==> src/rtl/irqc_pkg.sv <==
package irqc_pkg;

    typedef enum logic [0:0] {
        ST_IDLE   = 1'b0,
        ST_SIGNAL = 1'b1
    } irqc_state_e;

    localparam logic [1:0] ADDR_MASK = 2'd0;
    localparam logic [1:0] ADDR_SRC  = 2'd1;
    localparam logic [1:0] ADDR_CTRL = 2'd2;

endpackage

==> src/rtl/irqc_edge_latch.sv <==
module irqc_edge_latch #(
    parameter int              N          = 8,
    parameter logic [N-1:0]    EDGE_LINES = '1
) (
    input  logic         clk,
    input  logic         rst_n,
    input  logic [N-1:0] line_i,
    input  logic [N-1:0] clr_i,
    output logic [N-1:0] req_o
);

    for (genvar g = 0; g < N; g++) begin : g_line
        if (EDGE_LINES[g]) begin : g_edge
            logic prev_q;
            logic pend_q;
            always_ff @(posedge clk or negedge rst_n) begin
                if (!rst_n) begin
                    prev_q <= 1'b0;
                    pend_q <= 1'b0;
                end else begin
                    prev_q <= line_i[g];
                    // a fresh edge wins over a clear in the same cycle
                    pend_q <= (pend_q & ~clr_i[g]) | (line_i[g] & ~prev_q);
                end
            end
            assign req_o[g] = pend_q;
        end else begin : g_level
            logic unused_clr;
            assign unused_clr = clr_i[g];
            assign req_o[g]   = line_i[g];
        end
    end

endmodule

==> src/rtl/irqc_prio_pick.sv <==
module irqc_prio_pick #(
    parameter int N    = 8,
    parameter int ID_W = (N > 1) ? $clog2(N) : 1
) (
    input  logic            clk,
    input  logic            rst_n,
    input  logic [N-1:0]    req_i,
    input  logic [N-1:0]    mask_i,
    output logic            nxt_valid_o,
    output logic [ID_W-1:0] nxt_id_o
);

    logic [N-1:0]    eligible;
    logic            hit;
    logic [ID_W-1:0] hit_id;

    assign eligible = req_i & ~mask_i;

    always_comb begin
        hit    = 1'b0;
        hit_id = '0;
        for (int i = N - 1; i >= 0; i--) begin
            if (eligible[i]) begin
                hit    = 1'b1;
                hit_id = ID_W'(i);
            end
        end
    end

    always_ff @(posedge clk or negedge rst_n) begin
        if (!rst_n) begin
            nxt_valid_o <= 1'b0;
            nxt_id_o    <= '0;
        end else begin
            nxt_valid_o <= hit;
            nxt_id_o    <= hit_id;
        end
    end

endmodule

==> src/rtl/irqc_hs_fsm.sv <==
module irqc_hs_fsm
    import irqc_pkg::*;
#(
    parameter int ID_W = 3
) (
    input  logic            clk,
    input  logic            rst_n,
    input  logic            cand_valid_i,
    input  logic [ID_W-1:0] cand_id_i,
    input  logic            agree_i,
    output logic            irq_o,
    output logic [ID_W-1:0] src_o
);

    irqc_state_e state_q, state_d;
    logic        launch;

    always_comb begin
        state_d = state_q;
        unique case (state_q)
            ST_IDLE:   if (cand_valid_i) state_d = ST_SIGNAL;
            ST_SIGNAL: if (agree_i)      state_d = ST_IDLE;
            default:   state_d = ST_IDLE;
        endcase
    end

    always_ff @(posedge clk or negedge rst_n) begin
        if (!rst_n) state_q <= ST_IDLE;
        else        state_q <= state_d;
    end

    always_comb begin
        irq_o  = (state_q == ST_SIGNAL);
        launch = (state_q == ST_IDLE) && cand_valid_i;
    end

    always_ff @(posedge clk or negedge rst_n) begin
        if (!rst_n)      src_o <= '0;
        else if (launch) src_o <= cand_id_i;
    end

endmodule

==> src/rtl/prio_irq_ctrl.sv <==
module prio_irq_ctrl
    import irqc_pkg::*;
#(
    parameter int                     NUM_LINES  = 8,
    parameter logic [NUM_LINES-1:0]   EDGE_LINES = 8'h0F,
    localparam int                    ID_W       = (NUM_LINES > 1) ? $clog2(NUM_LINES) : 1
) (
    input  logic                 clk,
    input  logic                 rst_n,
    input  logic [NUM_LINES-1:0] irq_lines_i,
    input  logic                 bus_sel_i,
    input  logic                 bus_wr_i,
    input  logic [1:0]           bus_addr_i,
    input  logic [NUM_LINES-1:0] bus_wdata_i,
    output logic [NUM_LINES-1:0] bus_rdata_o,
    output logic                 irq_o
);

    logic [NUM_LINES-1:0] mask_q;
    logic [NUM_LINES-1:0] req;
    logic [NUM_LINES-1:0] clr;
    logic                 nxt_valid;
    logic [ID_W-1:0]      nxt_id;
    logic [ID_W-1:0]      src_q;
    logic                 wr_mask, rd_src, agree;

    assign wr_mask = bus_sel_i &  bus_wr_i & (bus_addr_i == ADDR_MASK);
    assign rd_src  = bus_sel_i & ~bus_wr_i & (bus_addr_i == ADDR_SRC);
    assign agree   = bus_sel_i &  bus_wr_i & (bus_addr_i == ADDR_CTRL) & bus_wdata_i[0];

    always_ff @(posedge clk or negedge rst_n) begin
        if (!rst_n)       mask_q <= '1;
        else if (wr_mask) mask_q <= bus_wdata_i;
    end

    assign clr = (rd_src && irq_o) ? (NUM_LINES'(1) << src_q) : '0;

    irqc_edge_latch #(.N(NUM_LINES), .EDGE_LINES(EDGE_LINES)) u_latch (
        .clk(clk), .rst_n(rst_n), .line_i(irq_lines_i), .clr_i(clr), .req_o(req)
    );

    irqc_prio_pick #(.N(NUM_LINES), .ID_W(ID_W)) u_pick (
        .clk(clk), .rst_n(rst_n), .req_i(req), .mask_i(mask_q),
        .nxt_valid_o(nxt_valid), .nxt_id_o(nxt_id)
    );

    irqc_hs_fsm #(.ID_W(ID_W)) u_fsm (
        .clk(clk), .rst_n(rst_n), .cand_valid_i(nxt_valid), .cand_id_i(nxt_id),
        .agree_i(agree), .irq_o(irq_o), .src_o(src_q)
    );

    always_comb begin
        bus_rdata_o = '0;
        unique case (bus_addr_i)
            ADDR_MASK: bus_rdata_o = mask_q;
            ADDR_SRC:  bus_rdata_o[ID_W-1:0] = src_q;
            ADDR_CTRL: bus_rdata_o[0] = irq_o;
            default:   bus_rdata_o = '0;
        endcase
    end

endmodule

==> config.mk <==
export PLATFORM = sky130hd
export DESIGN_NAME = prio_irq_ctrl
export DESIGN_NICKNAME = d
export VERILOG_FILES = /design/src/rtl/irqc_pkg.sv /design/src/rtl/irqc_edge_latch.sv /design/src/rtl/irqc_prio_pick.sv /design/src/rtl/irqc_hs_fsm.sv /design/src/rtl/prio_irq_ctrl.sv
export SDC_FILE = /design/constraint.sdc
export NUM_CORES = 1
export LEC_CHECK = 0
export BUFFER_PORTS_ARGS = -buffer_cell sky130_fd_sc_hd__buf_4
export CAP_MARGIN = 10
export CELL_PAD_IN_SITES_DETAIL_PLACEMENT = 1
export CELL_PAD_IN_SITES_GLOBAL_PLACEMENT = 1
export CORE_AREA = 2 2 61 63
export DETAILED_ROUTE_END_ITERATION = 7
export DIE_AREA = 0 0 63 65
export HOLD_SLACK_MARGIN = 0.05
export PLACE_DENSITY = 0.83
export SLEW_MARGIN = 15
export SYNTH_ARGS = -nofsm -noshare
export SYNTH_HDL_FRONTEND = slang
export SYNTH_HIERARCHICAL = 1
export SYNTH_SLANG_ARGS = --single-unit
==> constraint.sdc <==
create_clock -name clk -period 1.94 [get_ports clk]
set_clock_uncertainty 0.2 [all_clocks]
set_input_delay 0.388 -clock clk [delete_from_list [all_inputs] [get_ports clk]]
set_output_delay 0.388 -clock clk [all_outputs]
set_load 0.005 [all_outputs]
==> metrics.cfg, run 1 <==
[status]
status = completed

[grt]
antenna_found_initial = 0
grt_pass1_wl_um = 4770
track_usage = 0.149
first_global_vias = 992
grt_max_degree = 25
grt_overflow = 0

[power]
powerDensity_nw_per_um2 = 795
cellLeakagePower_uw = 0.000764
ir_drop_mv = 0.445

[routing]
drc = 0
via_per_inst = 4.82
drt_iter0_drc = 53
ant_nets = 0
wl_um = 2750
vias = 901
dr.pass1.iters = 3
wire_per_inst_um = 14.7

[clocking]
h-tree-depth = 1
clockBufferDepth = 2
cts_sinks = 24
cts_tree = done
clk_pin_slew_ns = 0.13
numCtsBuffers = 3
cts_root_buffer = clkbuf_4
clkLatencyLatePin_ns = 0.31

[place]
dp_hpwl_um = 2160
dp_slack_ns = 0.224
dpl_cell_area_um2 = 1530
gp_congestion = 0.843
io_buffers = 30

[timing]
setup_slack_ns = 0.133
period_share = 0.932
worst_slew_pin_slew_ns = 0.370
fmax_mhz = 553
rsz0062_at_grt = false
min_period_ns = 1.81
drv_slew = 0
hold_viol = 0
tns_ns = 0
setup_viol_count_final = 0
relSlewSlack = 0.751

[critical_path]
critPathMaxStageDelay_ns = 0.59
critPathRequiredTime_ns = 1.35
critPathKind = reg2out
critPathTopFamily = flip-flops
slowest_stage = dfstp_2
reg2reg_slack_ns = 0.27
critical_path.cell_chain = mux2i_1, nor2_1, buf_4
worst_setup_path_end_kind = output pin
arrival_ns = 1.22
startpoint_type = flip-flop
crit_path_max_fanout = 4
cp_num_buf_inv = 1

[logic_synthesis]
synth_warnings = 6
syn_inst = 110
syn-cell-area_um2 = 1320
syn_avg_cell_area_um2 = 12.0
synth_fp_nets = 132

[worst_hold_path]
hp-class = in2reg

[finish]
multi_input_area_um2 = 582
stdcell_area_um2 = 1610
antennaDiodeCount = 0
drive_above_1_share = 0.453
fillers = 390
register_area_um2 = 611
final_nets = 162
area_delta_synth_final_pct = 22.2

[die]
dieArea_um2 = 4100
start_util = 0.378
num_rows = 22
io_pins = 31
fp.dieH_um = 65
coreArea_um2 = 3500
die_w_um = 63

[job]
cap_violations = 0

==> layer usage <==
layer / up-vias / global-route usage / wire length [um]
met4: 0 / 0.0417 / 27
met5: - / 0 / 0
li1: 422 / - / -
met3: 2 / 0.0313 / 91
met1: 458 / 0.186 / 1220
met2: 19 / 0.259 / 1410
==> power by group <==
| part | internal (uW) | switching (uW) | total, uW |
|---|---|---|---|
| Clock | 114 | 148 | 263 |
| Sequential | 607 | 74.8 | 682 |
| Combinational | 202 | 135 | 337 |
==> worst reg2reg max path: stages (launching register included) <==
cell and delay [ns]:
dfstp_2 0.56, nand2b_1 0.21, o21ai_0 0.20, or3b_1 0.40
==> sequential cells by signal, indices dropped and copies added, names as in the netlist <==
signal,flops
mask_q,8
u_latch/g_line.g_edge.pend_q,4
u_latch/g_line.g_edge.prev_q,4
u_fsm/src_o,3
u_pick/nxt_id_o,3
u_fsm/irq_o,1
u_pick/nxt_valid_o,1
==> area by class of cell <==
type                       count  share of cell area
timing repair buffer          36               0.175
inverter                      11              0.0256
multi-input combinational     64               0.361
tap                           48              0.0372
clock buffer                   4              0.0225
sequential                    24               0.379
==> stage by stage <==
| step | std cells | hold slack [ns] | total power, uW | utilization |
|---|---|---|---|---|
| 2_1_floorplan | 110 | -0.108 | 903 | - |
| 3_3_place_gp | 178 | 0.0944 | 997 | 0.437 |
| 3_5_place_dp | 178 | 0.103 | 1020 | 0.437 |
| 4_1_cts | 187 | 0.0919 | 1290 | 0.461 |
| 5_1_grt | 187 | 0.0706 | 1360 | 0.461 |
| 6_report | 187 | 0.0963 | 1280 | 0.461 |
==> cells in the final DEF (no fill, tap or decap) <==
cell type,instances
a2111oi_4,1
a21oi_1,2
a31oi_1,1
and2_1,5
buf_4,31
clkbuf_4,3
clkbuf_8,1
dfrtp_1,16
dfstp_2,8
dlygate4sd3_1,5
inv_1,10
inv_2,1
mux2_4,11
mux2i_1,3
nand2_1,3
nand2b_1,6
nand3_1,1
nand3b_1,3
nand4b_1,1
nand4bb_1,3
nor2_1,7
nor2b_1,2
nor2b_4,2
nor3_1,2
nor4_1,1
nor4bb_4,1
o211ai_1,1
o21ai_0,2
o221ai_1,1
o22ai_2,4
or3b_1,1
==> timing repair <==
action / 4_1_cts / 5_1_grt
endpoints found under the hold margin: 28 / 0
resized for setup: 0 / 0
setup buffers: 0 / 0
hold buffers: 5 / 0
==> path summary, 6_finish.rpt <==
kind / to / cells after the start / start
worst max-delay path: bus_rdata_o[1] / 3 / mask_q[1]
worst min-delay path: mask_q[4] / 2 / bus_wdata_i[4]
worst max register to register: u_pick/nxt_valid_o / 3 / mask_q[0]
worst min register to register: u_latch/g_line[2].g_edge.pend_q / 1 / u_latch/g_line[2].g_edge.prev_q
max in group asynchronous: mask_q[0] / 2 / rst_n
min in group asynchronous: u_fsm/src_o[2] / 2 / rst_n
Power figures use the tool's default switching activity.
==> run 2: changes to the inputs <==
CORE_AREA = 5 5 64 66   (was 2 2 61 63)
DIE_AREA = 0 0 69 71   (was 0 0 63 65)
==> metrics.cfg, run 2 (synthesis gave the netlist of run 1 again) <==
[finish]
register_area_um2 = 611
top_register = mask_q
area_delta_synth_final_pct = 22.2
antennaDiodeCount = 0
final_cell_mix = buf_4, dfrtp_1, mux2_4
fillers = 404
multi_input_area_um2 = 582
drive_above_1_share = 0.453
largestRegisters = mask_q x8, u_latch/g_line.g_edge.pend_q x4, u_latch/g_line.g_edge.prev_q x4
stdcell_area_um2 = 1610
largest_reg_flops = 8
final_common_cell = buf_4
final_nets = 162
instances_no_fill = 187

[status]
status = completed

[place]
dp_hpwl_um = 2300
io_buffers = 30
gp_congestion = 0.844
place_inst = 178
dpl_cell_area_um2 = 1530

[timing]
tns_ns = 0
min_period_ns = 1.82
relSlewSlack = 0.736
setup_viol_count_final = 0
drv_slew = 0
hold_viol = 0
fmax_mhz = 550
rsz0062_at_grt = false
worst_slew_pin_slew_ns = 0.392
period_share = 0.937

[grt]
track_usage = 0.128
grt_pass1_wl_um = 5060
grt_max_degree = 25
grt_overflow = 0
first_global_vias = 1054
antenna_found_initial = 0

[power]
clkPwrFrac = 0.212
power_frac_seq = 0.527
switchingPower_uw = 371
p_sw_frac = 0.287
internal_power_uw = 925
ir_drop_mv = 0.419
powerDensity_nw_per_um2 = 804
power_uw = 1300
cellLeakagePower_uw = 0.000764
combPwrFrac = 0.261

[critical_path]
worst_setup_path_end_kind = output pin
critPathKind = reg2out
arrival_ns = 1.23
startpoint_type = flip-flop
crit_path_max_fanout = 3
critPathRequiredTime_ns = 1.35

[routing]
via_per_inst = 4.83
vias = 903
drc = 0
drt_iter0_drc = 13
ant_nets = 0
dr.pass1.iters = 4
wire_per_inst_um = 16.2
wl_um = 3040

[clocking]
numCtsBuffers = 3
cts_tree = done
h-tree-depth = 1
cts_sinks = 24
clkLatencyLatePin_ns = 0.32
clk_pin_slew_ns = 0.14
cts_root_buffer = clkbuf_4
clockBufferDepth = 2

[die]
die_w_um = 69
io_pins = 31
start_util = 0.375
fp.dieH_um = 71
num_rows = 22
dieArea_um2 = 4900
coreArea_um2 = 3520

[worst_hold_path]
hp-class = in2reg

[job]
cap_violations = 0

run 2: cell counts in the layout (fill, tap and decap cells not counted):
No cell type changed its count.
run 2: power groups by stage:
stage	logic, uW	registers, uW	clock network, uW
floorplan	239	664	0
global route	369	697	302
detailed placement	331	691	0
CTS	341	683	283
finish	338	683	275
global placement	312	684	0
run 2: worst max-delay path, stage by stage, from the launching register on:
cell     delay [ns]
dfstp_2        0.57
mux2i_1        0.07
o21ai_1        0.14
buf_4          0.13
run 2: cell type report:
class                      count  share of cell area
sequential                    24               0.379
timing repair buffer          36               0.175
clock buffer                   4              0.0225
multi-input combinational     64               0.361
tap                           48              0.0372
inverter                      11              0.0256
run 2: repair_timing:
action / CTS / global route
endpoints found under the setup margin: 0 / 1
hold endpoints to repair: 28 / 0
hold buffers: 5 / 0
resized for setup: 0 / 1
setup buffers: 0 / 0
run 2: path summary, 6_finish.rpt:
kind                                                  from                              end  slack, ns  cells past startpoint
hold reg to reg            u_latch/g_line[0].g_edge.prev_q  u_latch/g_line[0].g_edge.pend_q       0.24                      1
min in group asynchronous                            rst_n               u_pick/nxt_id_o[2]       0.29                      2
setup reg to reg                                 mask_q[0]               u_pick/nxt_valid_o       0.24                      3
max in group asynchronous                            rst_n                        mask_q[0]       0.95                      2
setup / recovery                                 mask_q[0]                   bus_rdata_o[0]       0.12                      3
hold / removal                              bus_wdata_i[5]                        mask_q[5]       0.08                      2
run 2: metrics by stage:
stage	setup slack, ns	utilization	hold WS [ns]
after floorplan	0.323	-	-0.108
after global placement	0.242	0.433	0.0987
after detailed placement	0.213	0.433	0.113
after CTS	0.0271	0.458	0.0702
after global routing	0.0419	0.458	0.0670
final	0.122	0.458	0.0821
run 2: per-layer routing:
layer  global-route usage  routed length [um]
met5                    0                   0
met1                0.153                1370
met3               0.0313                 142
met2                0.231                1500
met4               0.0325                  25
